## src/rtl/acl_rx_pkg.sv

```systemverilog
package acl_rx_pkg;
  localparam int unsigned NUM_IN_DEF = 2;
  localparam int unsigned SLOTS_DEF  = 12;
  localparam int unsigned SLOT_W_DEF = 20;
  localparam int unsigned TAG_W_DEF  = 16;

  function automatic int unsigned cnt_width(int unsigned tag_w, int unsigned slot_w);
    int unsigned m;
    m = (tag_w > slot_w) ? tag_w : slot_w;
    return $clog2(m);
  endfunction
endpackage

```

## src/rtl/acl_rx_framer.sv

```systemverilog
module acl_rx_framer #(
  parameter int unsigned TAG_W  = 16,
  parameter int unsigned SLOTS  = 12,
  parameter int unsigned SLOT_W = 20,
  parameter int unsigned IDX_W  = 4,
  parameter int unsigned CNT_W  = 5
) (
  input  logic             clk_i,
  input  logic             rst_ni,
  input  logic             sync_i,
  input  logic             halt_i,
  output logic             bit_en_o,
  output logic [IDX_W-1:0] slot_o,
  output logic [CNT_W-1:0] cnt_o,
  output logic [IDX_W-1:0] idx_o
);
  logic             sync_q, active_q;
  logic [IDX_W-1:0] slot_q, idx_q;
  logic [CNT_W-1:0] cnt_q;
  logic             rise, last_tag, last_bit;

  always_comb begin
    rise     = sync_i & ~sync_q;
    bit_en_o = ~halt_i & (rise | active_q);
    slot_o   = rise ? '0 : slot_q;
    cnt_o    = rise ? '0 : cnt_q;
    last_tag = (slot_o == '0) && (cnt_o == CNT_W'(TAG_W - 1));
    last_bit = (slot_o != '0) && (cnt_o == '0);
  end

  always_ff @(negedge clk_i or negedge rst_ni) begin
    if (!rst_ni) begin
      sync_q   <= 1'b0;
      active_q <= 1'b0;
      slot_q   <= '0;
      cnt_q    <= '0;
      idx_q    <= '0;
    end else begin
      sync_q <= sync_i;
      if (halt_i) begin
        active_q <= 1'b0;
      end else if (bit_en_o) begin
        active_q <= !(last_bit && slot_o == IDX_W'(SLOTS));
        if (last_tag) begin
          slot_q <= IDX_W'(1);
          cnt_q  <= CNT_W'(SLOT_W - 1);
        end else if (slot_o == '0) begin
          slot_q <= '0;
          cnt_q  <= cnt_o + 1'b1;
        end else if (last_bit) begin
          slot_q <= slot_o + 1'b1;
          cnt_q  <= CNT_W'(SLOT_W - 1);
          idx_q  <= slot_o;
        end else begin
          slot_q <= slot_o;
          cnt_q  <= cnt_o - 1'b1;
        end
      end
    end
  end

  assign idx_o = idx_q;

  p_idx_range_r4: assert property (@(negedge clk_i) disable iff (!rst_ni)
    (bit_en_o && last_bit) |=> (idx_q >= IDX_W'(1) && idx_q <= IDX_W'(SLOTS)));

  p_halt_stops_r7: assert property (@(negedge clk_i) disable iff (!rst_ni)
    halt_i |=> !active_q);
endmodule

```

## src/rtl/acl_rx_lane.sv

```systemverilog
module acl_rx_lane #(
  parameter int unsigned TAG_W  = 16,
  parameter int unsigned SLOTS  = 12,
  parameter int unsigned SLOT_W = 20,
  parameter int unsigned IDX_W  = 4,
  parameter int unsigned CNT_W  = 5
) (
  input  logic              clk_i,
  input  logic              rst_ni,
  input  logic              sd_i,
  input  logic              halt_i,
  input  logic              bit_en_i,
  input  logic [IDX_W-1:0]  slot_i,
  input  logic [CNT_W-1:0]  cnt_i,
  output logic              ready_o,
  output logic [SLOTS-1:0]  valid_o,
  output logic [SLOT_W-1:0] data_o,
  output logic              stb_o,
  output logic              wake_o
);
  logic              stage_rdy, ready_q, stb_q, wake_q;
  logic [SLOTS-1:0]  stage_vld, valid_q;
  logic [SLOT_W-2:0] sh_q;
  logic [SLOT_W-1:0] data_q;
  logic              in_tag;

  assign in_tag = (slot_i == '0);

  always_ff @(negedge clk_i or negedge rst_ni) begin
    if (!rst_ni) begin
      stage_rdy <= 1'b0;
      stage_vld <= '0;
      ready_q   <= 1'b0;
      valid_q   <= '0;
      sh_q      <= '0;
      data_q    <= '0;
      stb_q     <= 1'b0;
    end else begin
      stb_q <= 1'b0;
      if (halt_i) begin
        ready_q <= 1'b0;
        valid_q <= '0;
      end else if (bit_en_i) begin
        if (in_tag) begin
          if (cnt_i == '0) stage_rdy <= sd_i;
          for (int k = 0; k < SLOTS; k++)
            if (cnt_i == CNT_W'(k + 1)) stage_vld[k] <= sd_i;
          if (cnt_i == CNT_W'(TAG_W - 1)) begin
            ready_q <= stage_rdy;
            valid_q <= stage_vld;
          end
        end else begin
          sh_q <= {sh_q[SLOT_W-3:0], sd_i};
          if (cnt_i == '0) begin
            data_q <= {sh_q, sd_i};
            stb_q  <= 1'b1;
          end
        end
      end
    end
  end

  always_ff @(negedge clk_i or negedge rst_ni) begin
    if (!rst_ni)      wake_q <= 1'b0;
    else if (!halt_i) wake_q <= 1'b0;
    else if (sd_i)    wake_q <= 1'b1;
  end

  assign ready_o = ready_q;
  assign valid_o = valid_q;
  assign data_o  = data_q;
  assign stb_o   = stb_q;
  assign wake_o  = wake_q;

  p_stb_single_r4: assert property (@(negedge clk_i) disable iff (!rst_ni)
    stb_q |=> !stb_q);

  p_halt_quiet_r7: assert property (@(negedge clk_i) disable iff (!rst_ni)
    halt_i |=> (!stb_q && !ready_q && valid_q == '0));

  p_wake_cause_r7: assert property (@(negedge clk_i) disable iff (!rst_ni)
    $rose(wake_q) |-> $past(halt_i && sd_i));

  p_wake_drop_r7: assert property (@(negedge clk_i) disable iff (!rst_ni)
    !halt_i |=> !wake_q);
endmodule

```

## src/rtl/acl_rx_dual.sv

```systemverilog
module acl_rx_dual
  import acl_rx_pkg::*;
#(
  parameter int unsigned NUM_IN = NUM_IN_DEF,
  parameter int unsigned SLOTS  = SLOTS_DEF,
  parameter int unsigned SLOT_W = SLOT_W_DEF,
  parameter int unsigned TAG_W  = TAG_W_DEF,
  localparam int unsigned IDX_W = $clog2(SLOTS + 1),
  localparam int unsigned CNT_W = cnt_width(TAG_W, SLOT_W)
) (
  input  logic                     clk_i,
  input  logic                     rst_ni,
  input  logic                     sync_i,
  input  logic                     shutoff_i,
  input  logic [NUM_IN-1:0]        sdin_i,
  output logic [NUM_IN-1:0]        ready_o,
  output logic [NUM_IN*SLOTS-1:0]  slot_valid_o,
  output logic [NUM_IN*SLOT_W-1:0] slot_data_o,
  output logic [NUM_IN-1:0]        slot_stb_o,
  output logic [IDX_W-1:0]         slot_idx_o,
  output logic [NUM_IN-1:0]        wake_o
);
  logic             bit_en;
  logic [IDX_W-1:0] cur_slot;
  logic [CNT_W-1:0] cur_cnt;

  acl_rx_framer #(
    .TAG_W(TAG_W), .SLOTS(SLOTS), .SLOT_W(SLOT_W), .IDX_W(IDX_W), .CNT_W(CNT_W)
  ) i_framer (
    .clk_i    (clk_i),
    .rst_ni   (rst_ni),
    .sync_i   (sync_i),
    .halt_i   (shutoff_i),
    .bit_en_o (bit_en),
    .slot_o   (cur_slot),
    .cnt_o    (cur_cnt),
    .idx_o    (slot_idx_o)
  );

  for (genvar g = 0; g < NUM_IN; g++) begin : g_lane
    acl_rx_lane #(
      .TAG_W(TAG_W), .SLOTS(SLOTS), .SLOT_W(SLOT_W), .IDX_W(IDX_W), .CNT_W(CNT_W)
    ) i_lane (
      .clk_i    (clk_i),
      .rst_ni   (rst_ni),
      .sd_i     (sdin_i[g]),
      .halt_i   (shutoff_i),
      .bit_en_i (bit_en),
      .slot_i   (cur_slot),
      .cnt_i    (cur_cnt),
      .ready_o  (ready_o[g]),
      .valid_o  (slot_valid_o[g*SLOTS +: SLOTS]),
      .data_o   (slot_data_o[g*SLOT_W +: SLOT_W]),
      .stb_o    (slot_stb_o[g]),
      .wake_o   (wake_o[g])
    );
  end

  p_stb_lockstep_r5: assert property (@(negedge clk_i) disable iff (!rst_ni)
    (slot_stb_o == '0) || (slot_stb_o == '1));
endmodule

```

## config.mk

```make
export PLATFORM = sky130hd
export DESIGN_NAME = acl_rx_dual
export DESIGN_NICKNAME = d
export VERILOG_FILES = /design/src/rtl/acl_rx_pkg.sv /design/src/rtl/acl_rx_framer.sv /design/src/rtl/acl_rx_lane.sv /design/src/rtl/acl_rx_dual.sv
export SDC_FILE = /design/constraint.sdc
export NUM_CORES = 1
export LEC_CHECK = 0
export BUFFER_PORTS_ARGS = -buffer_cell sky130_fd_sc_hd__buf_2
export CAP_MARGIN = 5
export CORE_ASPECT_RATIO = 0.6
export CORE_UTILIZATION = 43
export DETAILED_ROUTE_END_ITERATION = 12
export MAX_ROUTING_LAYER = met4
export PLACE_DENSITY = 0.66
export RECOVER_POWER = 25
export SYNTH_ARGS = -nofsm -noshare
export SYNTH_HDL_FRONTEND = slang
export SYNTH_SLANG_ARGS = --single-unit
```

## constraint.sdc

```tcl
create_clock -name clk_i -period 2.32 [get_ports clk_i]
set_clock_uncertainty 0.15 [all_clocks]
set_input_delay 0.348 -clock clk_i [delete_from_list [all_inputs] [get_ports clk_i]]
set_output_delay 0.348 -clock clk_i [all_outputs]
set_load 0.01 [all_outputs]
```

==> metrics.txt <==
post-synth top area share=61.35%; Final Hold Viols=0; worst ir drop on vdd=0.5266 mV; ys flop type=dfrtn_1; violated checks=negative setup slack; cells taking the most area after synthesis=dfrtn_1, mux2_2, nand2_1; #FFs+latches synth=148; Max Slew Vio Count=0; GRT overflow=0; Post-synth ARST share=100.0%; Layout area overhead=51.09%; Rows=33; WP data arrival=2140 ps; drt first pass iters=5; nets@finish=713; htree depth=4; Hold Buf Count CTS=0; Mapped Area=0.006037 mm²; Pwr Density=821.5 mW/mm²; die area=0.01453 mm²; Slew @ Worst Pin=596.3 ps; most frequent cell after synthesis=dfrtn_1; latest clock arrival within the worst-skew pair=390 ps; crit start category=register; Finish-stage setup viols=215; CTS sink count=148; Setup crit end kind=output port; final setup TNS=-49310 ps; vias in the first global route=4424; status=complete, but fails checks; n_diodes=0; Final WS setup=-318.0 ps; Top Family by Delay on Critical Path=flip-flops; Post-synth EDFFs=0; CP Depth=1; largest net degree at the start of global routing=40; Final ANT Viol Nets=0; commonest cells in the netlist=dfrtn_1, nand2_1, mux2_2, a22o_1, clkbuf_1; core box area=0.01367 mm²; leading area contributor after synthesis=dfrtn_1; CTS tree=yes; routed via count=4565; I/O Buffers=79; required time worst endpoint=1820 ps; post-place setup slack=-937.9 ps; synthesized instance count=503; Slew headroom=60.25%; total CTS buffers=17; clock tree buffer depth=2; first-pass GRT wire length=23920 µm; YS warnings=0; dpl cell area=0.007272 mm²; DP Wirelength=9344 µm; Die Wd=155.0 µm; Buf/Inv on CP=1; vias per cell=5.033; RSZ-0062 raised after global routing=yes; Hold Path Class=reg2reg; Static Leak=4.872 nW; fin util=66.74%; Top Ports=80; initial drt markers=245; critical path class=reg2out; initial antenna violation count=0; Routed WL=15580 µm; gpl congestion=0.9002; syn avg cell area=12.00 µm²; layout cell share with drive strength beyond 1=53.99%; max-cap viol count=0; Hold Path Stages=1; Post-Syn Nets=514; average wire per standard cell=17.17 µm; total global-route track usage=22.14%; DR DRC count=0; clock-pin slew on the worst setup and hold paths=50 ps; Crit-path slowest cell=dfrtn_1; Seq/Total Area, Yosys=61.35%; Design Area, Final=0.009121 mm²; count of cell types in the netlist=47; die span in y=93.78 µm; cell breakdown of the critical path=buf_2; FF-to-FF path depth=6; Starting Density=44.17%; Crit path largest cell delay=440 ps; Crit Path Max Fanout=2; Root Buffer=clkbuf_16
==> layer usage <==
layer	track usage, %	part of all wire, %	up-vias
li1	-	-	2125
met1	32.19	50	2328
met2	31.76	45	106
met3	4.382	4.8	6
met4	5.363	0.44	0
met5	-	0	-
==> stage by stage <==
| step | hold WS (ps) | power (mW) | cells |
|---|---|---|---|
| 2_1_floorplan | 252.4 | 3.969 | 503 |
| 3_3_place_gp | 265.7 | 4.487 | 794 |
| 3_5_place_dp | 276.9 | 4.501 | 794 |
| 4_1_cts | 278.0 | 7.382 | 874 |
| 5_1_grt | 303.7 | 7.784 | 907 |
| 6_report | 272.8 | 7.493 | 907 |
==> worst paths after layout <==
kind	from	endpoint	slack, ps
min in group asynchronous	rst_ni	g_lane[0].i_lane.sh_q[12]$_DFFE_NN0P_	840
max in group asynchronous	rst_ni	g_lane[0].i_lane.data_o[7]$_DFFE_NN0P_	280
hold / removal	g_lane[0].i_lane.wake_o$_DFFE_NN0P_	g_lane[0].i_lane.wake_o$_DFFE_NN0P_	270
hold reg to reg	g_lane[0].i_lane.wake_o$_DFFE_NN0P_	g_lane[0].i_lane.wake_o$_DFFE_NN0P_	270
setup / recovery	g_lane[1].i_lane.valid_o[10]$_DFFE_NN0P_	slot_valid_o[22]	-320
setup reg to reg	i_framer.slot_q[2]$_DFFE_NN0P_	g_lane[0].i_lane.valid_o[11]$_DFFE_NN0P_	-50
==> cells in the final DEF (no fill, tap or decap), types with 4 or more instances in the layout <==
| cell type | instances |
|---|---|
| nand2_4 | 12 |
| nand2_1 | 107 |
| buf_6 | 31 |
| buf_4 | 90 |
| a22o_1 | 27 |
| nand3_4 | 4 |
| nor2_1 | 5 |
| buf_2 | 69 |
| nand4_1 | 5 |
| inv_6 | 4 |
| clkbuf_16 | 20 |
| ha_4 | 5 |
| dfrtn_1 | 148 |
| buf_8 | 4 |
| inv_8 | 6 |
| nand2_2 | 12 |
| mux2_4 | 48 |
| o21ai_2 | 4 |
| mux2_2 | 22 |
| nand3_1 | 4 |
| buf_12 | 11 |
==> cell type report <==
type	instances	area, µm²
fill	965	4546
clock inverter	14	131.4
multi-input combinational	314	2741
clock buffer	18	439.2
tap	192	240.2
timing repair buffer	215	1828
sequential	148	3704
inverter	6	37.54
==> report_power, final <==
| group | switching (mW) | internal, mW |
|---|---|---|
| clock | 1.20 | 1.45 |
| combinational | 0.928 | 0.858 |
| sequential | 0.191 | 2.86 |
| total | 2.32 | 5.17 |
==> cells by family after synthesis <==
family | share of synthesized area, %
adders and majority gates | 1.036
xor gates and xnor gates | 0.1451
DFF | 61.35
buffers and inverters | 3.399
muxes | 13.35
AOI/OAI and AO/OA | 7.420
and+or+nand+nor | 13.31
==> sequential cells by signal, summed over array words and instances, names as in the netlist <==
signal	flops
g_lane.i_lane.wake_o	2
i_framer.active_q	1
g_lane.i_lane.valid_o	24
i_framer.cnt_q	5
g_lane.i_lane.stage_vld	24
i_framer.sync_q	1
i_framer.slot_q	4
g_lane.i_lane.data_o	40
g_lane.i_lane.sh_q	38
i_framer.idx_o	4
g_lane.i_lane.ready_o	2
g_lane.i_lane.stage_rdy	2
g_lane.i_lane.stb_o	1
==> repair_timing <==
item / in CTS / in global routing
resized for setup: 102 / 46
pin swaps: 18 / 62
endpoints found under the setup margin: 215 / 215
gates cloned: 3 / 4
buffers inserted: 47 / 33
Power figures use the tool's default switching activity.
